**config.mk**
```make
export PLATFORM = sky130hd
export DESIGN_NAME = tmr16_top
export DESIGN_NICKNAME = d
export VERILOG_FILES = /design/src/rtl/tmr16_pkg.sv /design/src/rtl/tmr16_edge.sv /design/src/rtl/tmr16_mode.sv /design/src/rtl/tmr16_arith.sv /design/src/rtl/tmr16_top.sv
export SDC_FILE = /design/constraint.sdc
export NUM_CORES = 1
export LEC_CHECK = 0
export CORE_ASPECT_RATIO = 0.8
export CORE_MARGIN = 5
export CORE_UTILIZATION = 35
export CTS_CLUSTER_DIAMETER = 40
export DETAILED_ROUTE_END_ITERATION = 8
export DONT_BUFFER_PORTS = 1
export PLACE_DENSITY = 0.61
export SYNTH_ARGS = -nofsm -noshare
export SYNTH_HDL_FRONTEND = slang
export SYNTH_SLANG_ARGS = --single-unit
export TNS_END_PERCENT = 30
```
**constraint.sdc**
```tcl
create_clock -name clk -period 10.45 [get_ports clk]
set_input_delay 1.045 -clock clk [delete_from_list [all_inputs] [get_ports clk]]
set_output_delay 1.045 -clock clk [all_outputs]
set_load 0.02 [all_outputs]
```
**src/rtl/tmr16_pkg.sv**
```systemverilog
package tmr16_pkg;
    localparam int BYTE_W = 8;
    localparam int CNT_W  = 2 * BYTE_W;
    localparam int ADDR_W = 3;

    localparam logic [ADDR_W-1:0] A_CTRL = 3'd0;
    localparam logic [ADDR_W-1:0] A_OPT  = 3'd1;
    localparam logic [ADDR_W-1:0] A_CLO  = 3'd2;
    localparam logic [ADDR_W-1:0] A_CHI  = 3'd3;
    localparam logic [ADDR_W-1:0] A_RLO  = 3'd4;
    localparam logic [ADDR_W-1:0] A_RHI  = 3'd5;

    localparam int B_RUN = 0;
    localparam int B_CSL = 1;
    localparam int B_CAP = 2;
    localparam int B_XEN = 3;
    localparam int B_RXC = 4;
    localparam int B_TXC = 5;
    localparam int B_OVF = 6;
    localparam int B_EXT = 7;

    typedef enum logic [2:0] {
        MD_RELOAD  = 3'd0,
        MD_CAPTURE = 3'd1,
        MD_BAUD    = 3'd2,
        MD_UPDOWN  = 3'd3,
        MD_CLKOUT  = 3'd4
    } mode_e;

    typedef struct packed {
        logic [BYTE_W-1:0] ctrl;
        logic              dn_en;
        logic              co_en;
        logic [CNT_W-1:0]  cnt;
        logic [CNT_W-1:0]  rld;
        logic              pulse;
        logic              clk_o;
    } tmr_state_t;
endpackage

```
**src/rtl/tmr16_edge.sv**
```systemverilog
module tmr16_edge #(
    parameter int STAGES = 2
) (
    input  logic clk,
    input  logic rst_n,
    input  logic pin,
    output logic level,
    output logic fall
);
    logic [STAGES-1:0] sync_q;
    logic              prev_q;

    for (genvar i = 0; i < STAGES; i++) begin : g_sync
        if (i == 0) begin : g_first
            always_ff @(posedge clk or negedge rst_n) begin
                if (!rst_n) sync_q[0] <= 1'b1;
                else        sync_q[0] <= pin;
            end
        end else begin : g_next
            always_ff @(posedge clk or negedge rst_n) begin
                if (!rst_n) sync_q[i] <= 1'b1;
                else        sync_q[i] <= sync_q[i-1];
            end
        end
    end

    always_ff @(posedge clk or negedge rst_n) begin
        if (!rst_n) prev_q <= 1'b1;
        else        prev_q <= sync_q[STAGES-1];
    end

    assign level = sync_q[STAGES-1];
    assign fall  = prev_q & ~sync_q[STAGES-1];
endmodule

```
**src/rtl/tmr16_mode.sv**
```systemverilog
module tmr16_mode
    import tmr16_pkg::*;
#(
    parameter bit HAS_DOWN   = 1'b1,
    parameter bit HAS_CLKOUT = 1'b1
) (
    input  logic [BYTE_W-1:0] ctrl,
    input  logic              dn_en,
    input  logic              co_en,
    output mode_e             mode
);
    always_comb begin
        if (HAS_CLKOUT && co_en)
            mode = MD_CLKOUT;
        else if (ctrl[B_RXC] || ctrl[B_TXC])
            mode = MD_BAUD;
        else if (ctrl[B_CAP])
            mode = MD_CAPTURE;
        else if (HAS_DOWN && dn_en)
            mode = MD_UPDOWN;
        else
            mode = MD_RELOAD;
    end
endmodule

```
**src/rtl/tmr16_arith.sv**
```systemverilog
module tmr16_arith
    import tmr16_pkg::*;
#(
    parameter int FAST_STEP = 6
) (
    input  logic [CNT_W-1:0] cnt,
    input  logic [CNT_W-1:0] rld,
    input  mode_e            mode,
    input  logic             adv,
    input  logic             fast,
    input  logic             up,
    output logic [CNT_W-1:0] nxt,
    output logic             wrap
);
    logic [CNT_W:0]   step;
    logic [CNT_W:0]   sum;
    logic [CNT_W-1:0] dec;

    always_comb begin
        step = fast ? (CNT_W+1)'(FAST_STEP) : (CNT_W+1)'(1);
        sum  = {1'b0, cnt} + step;
        dec  = cnt - CNT_W'(1);
        nxt  = cnt;
        wrap = 1'b0;
        if (adv) begin
            if (mode == MD_UPDOWN && !up) begin
                wrap = (dec < rld);
                nxt  = wrap ? {CNT_W{1'b1}} : dec;
            end else begin
                wrap = sum[CNT_W];
                if (wrap && mode != MD_CAPTURE)
                    nxt = rld;
                else
                    nxt = sum[CNT_W-1:0];
            end
        end
    end
endmodule

```
**src/rtl/tmr16_top.sv**
```systemverilog
module tmr16_top
    import tmr16_pkg::*;
#(
    parameter int SYNC_STAGES = 2,
    parameter int FAST_STEP   = 6,
    parameter bit HAS_DOWN    = 1'b1,
    parameter bit HAS_CLKOUT  = 1'b1
) (
    input  logic              clk,
    input  logic              rst_n,
    input  logic              wr_en,
    input  logic [ADDR_W-1:0] addr,
    input  logic [BYTE_W-1:0] wr_data,
    output logic [BYTE_W-1:0] rd_data,
    input  logic              cnt_pin,
    input  logic              trig_pin,
    output logic              irq,
    output logic              ovf_pulse,
    output logic              clk_out
);
    tmr_state_t st_q, st_d;

    logic [BYTE_W-1:0] ctl_w;
    logic              dn_w, co_w;
    logic [CNT_W-1:0]  cnt_w;
    assign ctl_w = st_q.ctrl;
    assign dn_w  = st_q.dn_en;
    assign co_w  = st_q.co_en;
    assign cnt_w = st_q.cnt;

    logic cnt_lvl, cnt_fall, trg_lvl, trg_fall;

    tmr16_edge #(.STAGES(SYNC_STAGES)) u_cnt_edge (
        .clk(clk), .rst_n(rst_n), .pin(cnt_pin), .level(cnt_lvl), .fall(cnt_fall)
    );
    tmr16_edge #(.STAGES(SYNC_STAGES)) u_trg_edge (
        .clk(clk), .rst_n(rst_n), .pin(trig_pin), .level(trg_lvl), .fall(trg_fall)
    );

    // Write-side view of the configuration, used to spot mode and run changes.
    logic              wr_ctrl, wr_opt;
    logic [BYTE_W-1:0] ctrl_new;
    logic              dn_new, co_new;
    assign wr_ctrl  = wr_en && (addr == A_CTRL);
    assign wr_opt   = wr_en && (addr == A_OPT);
    assign ctrl_new = wr_ctrl ? wr_data : ctl_w;
    assign dn_new   = wr_opt ? wr_data[0] : dn_w;
    assign co_new   = wr_opt ? wr_data[1] : co_w;

    mode_e mode_now, mode_new;

    tmr16_mode #(.HAS_DOWN(HAS_DOWN), .HAS_CLKOUT(HAS_CLKOUT)) u_mode_now (
        .ctrl(ctl_w), .dn_en(dn_w), .co_en(co_w), .mode(mode_now)
    );
    tmr16_mode #(.HAS_DOWN(HAS_DOWN), .HAS_CLKOUT(HAS_CLKOUT)) u_mode_new (
        .ctrl(ctrl_new), .dn_en(dn_new), .co_en(co_new), .mode(mode_new)
    );

    logic chg, cnt_ev, trg_ev, csel, run, fast, adv;
    assign chg    = (mode_new != mode_now) || (ctrl_new[B_RUN] != ctl_w[B_RUN]);
    assign cnt_ev = cnt_fall & ~chg;
    assign trg_ev = trg_fall & ~chg & ctl_w[B_XEN];
    assign csel   = ctl_w[B_CSL];
    assign run    = ctl_w[B_RUN];
    assign fast   = ((mode_now == MD_BAUD) || (mode_now == MD_CLKOUT)) && !csel;
    assign adv    = run && (csel ? cnt_ev : 1'b1);

    logic [CNT_W-1:0] a_nxt;
    logic             a_wrap;

    tmr16_arith #(.FAST_STEP(FAST_STEP)) u_arith (
        .cnt(cnt_w), .rld(st_q.rld), .mode(mode_now), .adv(adv),
        .fast(fast), .up(trg_lvl), .nxt(a_nxt), .wrap(a_wrap)
    );

    logic ovf_set, ext_set, ext_tgl, ovf_base, ext_base;

    always_comb begin
        st_d       = st_q;
        st_d.pulse = 1'b0;
        ovf_set    = 1'b0;
        ext_set    = 1'b0;
        ext_tgl    = 1'b0;

        case (mode_now)
            MD_RELOAD: begin
                if (trg_ev) begin
                    st_d.cnt = st_q.rld;
                    ext_set  = 1'b1;
                end else begin
                    st_d.cnt = a_nxt;
                    ovf_set  = a_wrap;
                end
            end
            MD_CAPTURE: begin
                st_d.cnt = a_nxt;
                ovf_set  = a_wrap;
                if (trg_ev) begin
                    st_d.rld = st_q.cnt;
                    ext_set  = 1'b1;
                end
            end
            MD_BAUD: begin
                st_d.cnt   = a_nxt;
                st_d.pulse = a_wrap;
                ext_set    = trg_ev;
            end
            MD_CLKOUT: begin
                st_d.cnt   = a_nxt;
                st_d.pulse = a_wrap;
                ext_set    = trg_ev;
                if (a_wrap && !csel)
                    st_d.clk_o = ~st_q.clk_o;
            end
            MD_UPDOWN: begin
                st_d.cnt = a_nxt;
                ovf_set  = a_wrap;
                ext_tgl  = a_wrap;
            end
            default: ;
        endcase

        // Software writes override the hardware result byte by byte.
        if (wr_en) begin
            case (addr)
                A_CTRL: st_d.ctrl[B_TXC:B_RUN] = wr_data[B_TXC:B_RUN];
                A_OPT: begin
                    st_d.dn_en = wr_data[0];
                    st_d.co_en = wr_data[1];
                end
                A_CLO: st_d.cnt[BYTE_W-1:0]      = wr_data;
                A_CHI: st_d.cnt[CNT_W-1:BYTE_W]  = wr_data;
                A_RLO: st_d.rld[BYTE_W-1:0]      = wr_data;
                A_RHI: st_d.rld[CNT_W-1:BYTE_W]  = wr_data;
                default: ;
            endcase
        end

        ovf_base = wr_ctrl ? wr_data[B_OVF] : ctl_w[B_OVF];
        ext_base = wr_ctrl ? wr_data[B_EXT] : ctl_w[B_EXT];
        st_d.ctrl[B_OVF] = ovf_base | ovf_set;
        st_d.ctrl[B_EXT] = ext_tgl ? ~ext_base : (ext_base | ext_set);
    end

    always_ff @(posedge clk or negedge rst_n) begin
        if (!rst_n) st_q <= '0;
        else        st_q <= st_d;
    end

    always_comb begin
        case (addr)
            A_CTRL:  rd_data = ctl_w;
            A_OPT:   rd_data = {{(BYTE_W-2){1'b0}}, co_w, dn_w};
            A_CLO:   rd_data = cnt_w[BYTE_W-1:0];
            A_CHI:   rd_data = cnt_w[CNT_W-1:BYTE_W];
            A_RLO:   rd_data = st_q.rld[BYTE_W-1:0];
            A_RHI:   rd_data = st_q.rld[CNT_W-1:BYTE_W];
            default: rd_data = '0;
        endcase
    end

    assign irq       = ctl_w[B_OVF] | (ctl_w[B_EXT] & (mode_now != MD_UPDOWN));
    assign ovf_pulse = st_q.pulse;
    assign clk_out   = st_q.clk_o;
endmodule

```
# Yosys cells after proc, flatten, opt, wreduce, memory -nomap -nowiden
# Index checks and enable logic that the tools add are counted.
# op_classes
n_bitwise	14
eq_ne	13
n_lt_le_gt_ge	1
muxes	38
add_sub_neg	2
n_reduce_logical	22
# ops
operator	count
$mux 16	7
$pmux 8 s6	1
$mux 32	1
$mux 8	4
$pmux 16 s2	1
$mux 3	6
$add 16x17->17	1
$lt 16x16->1	1
$sub 16x1->16 const B	1
$eq 3x2->1 const B	4
$mux 1	12
$eq 3x3->1 const B	3
$logic_and 1x1->1	7
$and 1x1->1	6
$eq 3x1->1 const B	2
$logic_not 3->1	2
$mux 2	3
$mux 6	1
$reduce_and 2->1	3
$reduce_or 2->1	3
$not 1->1	5
$logic_or 1x1->1	4
$pmux 1 s2	2
$reduce_or 4->1	1
6 further kinds	9
# word_totals
wordCells	104
register_bits	50
in_bits	16

# Longest topological paths before layout
# depth
word_depth	18
mapped_depth	18
ltp_nobuf	16

# Modules after synthesis
# From an unflattened synthesis, not the netlist that was laid out.
# unflattened
cells_unflattened	621
hier_area_um2	5079.9
# by_module_without_submodules
module	instances	cells_each	area_each_um2
tmr16_top	1	346	3099.2
tmr16_arith	1	255	1717.9
tmr16_edge	2	4	92.6
tmr16_mode	2	6	38.8

# Worst setup path before layout
# No wires, ideal clock.
# synth_path
path_type	register -> register
start	register st_q, in the netlist cnt_w[2]
end	register st_q, in the netlist ctl_w[7]
t_arrival_ns	3.959
stages_incl_launch_ff	17
period_less_slack_ns	4.078
setup_time_ns	0.119
setup_slack_ns	6.372
cell_sequence	dfrtp_1 -> buf_6 -> or4_4 -> or2_1 -> buf_6 -> or4_4 -> nor3_2 -> xor2_1 -> ha_1 -> a211oi_1 -> o21ai_0 -> a221oi_1 -> o31ai_1 -> and2_1 -> or3_1 -> xor2_1 -> o21a_1
# synth_rtl
item	line	rtl
start: declaration	tmr16_top.sv:21	tmr_state_t st_q, st_d;
start signal: assignment	tmr16_top.sv:147	else st_q <= st_d;

==> results.sh <==
export IMPL_status="completed"
export IMPL_synthArstFlopShare=1.00
export IMPL_multi_input_area_um2=2770
export IMPL_grt_max_degree=51
export IMPL_grt_pass1_vias=3839
export IMPL_instances_no_fill=642
export IMPL_synth_top_cell_area_share=0.254
export IMPL_yosysWarnings=0
export IMPL_clockRootBuffer="clkbuf_16"
export IMPL_regArea_um2=1260
export IMPL_p_leak_uw=0.00176
export IMPL_cts_buffers_inserted=5
export IMPL_wl_per_cell_um=22.1
export IMPL_hold_class="reg2reg"
export IMPL_place_inst=634
export IMPL_post_cts_buffers=0
export IMPL_die_y_um=110
export IMPL_fin_skew_ps=7.95
export IMPL_core_area_um2=12200
export IMPL_num_vias=4029
export IMPL_critPathArrivalTime_ps=4820
export IMPL_synthTopCellsByArea="dfrtp_1, mux2i_1, ha_1"
export IMPL_antenna_found_initial=0
export IMPL_synthDistinctLibCells=67
export IMPL_finalWorstSetupSlack_ps=5820
export IMPL_synth_edff_count=0
export IMPL_synth_fp_nets=557
export IMPL_syn_area_per_cell_um2=8.31
export IMPL_syn2layout_area_growth_pct=3.26
export IMPL_drt_pre_antenna_iters=6
export IMPL_n_antenna_cell=0
export IMPL_post_place_ws_ps=5770
export IMPL_synth_seq_area_share=0.291
export IMPL_synth_commonest_cells="nand2_1, nor2_1, dfrtp_1"
export IMPL_slew_viol_final=0
export IMPL_critPathKind="reg2reg"
export IMPL_drtIter0Drc=660
export IMPL_io_pins=27
export IMPL_ir_drop_mv=0.115
export IMPL_cts_sinks=50
export IMPL_power_density_nw_per_um2=232
export IMPL_rsz0062_at_grt="false"
export IMPL_final_nets=525
export IMPL_die_x_um=134
export IMPL_cts_tree="built"
export IMPL_cts_hold_fix_buffers=0
export IMPL_slew_limit_headroom=0.130
export IMPL_grt_pass1_wl_mm=22.4
export IMPL_h_tree_depth=2
export IMPL_row_count=36
export IMPL_path_clk_slew_ps=70
export IMPL_final_min_clock_period_ps=4630
export IMPL_drc=0
export IMPL_wl_mm=14.2
export IMPL_synth_area_um2=4330
export IMPL_synth_ff_type="dfrtp_1"
export IMPL_dp_hpwl_mm=10.7
export IMPL_final_layout_size_suffix_gt1_frac=0.0735
export IMPL_crit_chain="or4_4 -> or2_1 -> or4_4 -> nor3_2 -> xor2_1 -> ha_1 -> a211oi_1 -> o21ai_0 -> a221oi_1 -> o31ai_1 -> and2_1 -> or3_1 -> xor2_1 -> o21a_1"
export IMPL_synth_most_common_cell="nand2_1"
export IMPL_dr_wl_met3_mm=1.88
export IMPL_start_kind="flop"
export IMPL_dr_wl_met2_mm=5.83
export IMPL_grt_overflow=0
export IMPL_max_freq_ghz=0.216
export IMPL_fillers=1274
export IMPL_finalSetupViolCount=0
export IMPL_worst_pin_slew_ps=1300
export IMPL_initial_utilization=0.356
export IMPL_cp_required_ps=10640
export IMPL_detail_route_antenna_nets=0
export IMPL_finalCritPeriodShare=0.443
export IMPL_cap_violations=0
export IMPL_cp_end_kind="flop"
export IMPL_crit_path_top_delay_cell="or4_4"
export IMPL_hold_violations=0
export IMPL_fin_tns_setup_ps=0
export IMPL_ctsResizeCount=0
export IMPL_cts_max_path_buffers=2
export IMPL_cp_max_fo=13
export IMPL_syn_inst=521
export IMPL_grt_usage=0.198
export IMPL_max_stage_delay_ps=590
export IMPL_ys_ff_latch=50
export IMPL_highest_layer="met4"
export IMPL_wl_met1_mm=6.28
export IMPL_yosys_area_top_type="dfrtp_1"
export IMPL_gp_congestion=0.972
export IMPL_port_buffers=0
export IMPL_dieArea_um2=14700
export IMPL_worst_skew_pair_late_latency_ps=300
export IMPL_vias_per_cell=6.28
worst max-delay path: cells and delay by family (launching register included):
family,cells,cell delay (ps)
AO/OA/AOI/OAI,5,980
flip-flops,1,500
XOR/XNOR,2,400
AND/OR/NAND/NOR,6,2350
adder cells (fa/ha/maj),1,290
through the flow:
stage,utilization,cell area [um2],total power [uW],hold slack (ps)
2_1_floorplan,-,4330,737,345
3_3_place_gp,0.356,4330,849,348
3_5_place_dp,0.356,4330,861,347
4_1_cts,0.368,4470,1030,357
5_1_grt,0.368,4470,1120,365
6_report,0.368,4470,1040,357
worst paths after layout:
kind                                      to                  from  depth (start not counted)  slack [ps]
setup / recovery                    ctl_w[7]              cnt_w[2]                         14        5820
hold / removal              u_cnt_edge.level  u_cnt_edge.sync_q[0]                          0         360
setup reg to reg                    ctl_w[7]              cnt_w[2]                         14        5820
hold reg to reg             u_cnt_edge.level  u_cnt_edge.sync_q[0]                          0         360
max in group asynchronous  u_cnt_edge.prev_q                 rst_n                          0        9820
min in group asynchronous          cnt_w[15]                 rst_n                          0         440
kinds of logic (layout without fill, tap and decap cells):
family / count (synthesis) / count (layout) / synth area share
AND/OR/NAND/NOR: 182 / 182 / 0.220
adder cells (fa/ha/maj): 20 / 20 / 0.0595
AO/OA/AOI/OAI: 136 / 136 / 0.211
buffers and inverters: 66 / 35 / 0.0705
XOR/XNOR: 30 / 30 / 0.0607
multiplexers: 37 / 37 / 0.0875
flip-flops: 50 / 50 / 0.291
sequential cells by signal, summed over array words and instances, names as in the netlist:
register           count
u_cnt_edge.level       1
dn_w                   1
u_cnt_edge.prev_q      1
co_w                   1
clk_out                1
u_trg_edge.sync_q      1
u_trg_edge.prev_q      1
u_trg_edge.level       1
u_cnt_edge.sync_q      1
st_q                  16
ovf_pulse              1
ctl_w                  8
cnt_w                 16
routing by layer:
metal / global-route usage / vias up
li1: - / 1832
met1: 0.294 / 1937
met2: 0.283 / 243
met3: 0.0558 / 17
met4: 0.0451 / 0
met5: 0 / -
cells in the final DEF, fill, tap and decap left out, drive strengths merged, types with 3 or more instances in the layout:
cell type,n
nand3,14
a32oi,3
inv,25
a22oi,5
a221oi,3
and3,12
and2,4
ha,19
nand4,5
o22ai,3
o21ai,28
o221ai,12
or2,4
nor3,12
a31oi,14
xor2,17
xnor2,13
a211oi,17
nand2b,4
nor2,45
nor4b,3
dfrtp,44
a21oi,25
nor3b,3
nand2,50
clkbuf,7
a21o,3
nor2b,7
mux2,7
dfstp,6
nor4,4
or3,6
mux2i,30
o211ai,4
o31ai,7
power breakdown:
group          internal [uW]  total (uW)  switching (uW)
Clock                   95.2         168            73.2
Combinational            212         474             263
Sequential               249         397             148
Total                    555        1040             484
cell type report:
cell class,instances,area share
clock buffers,7,0.0319
inverters,25,0.0210
repair buffers,2,0.00336
multi-input cells,405,0.619
clock inverters,1,0.00112
well taps,152,0.0425
flip-flops and latches,50,0.281
Note: power is estimated with default switching activity, not from simulation.
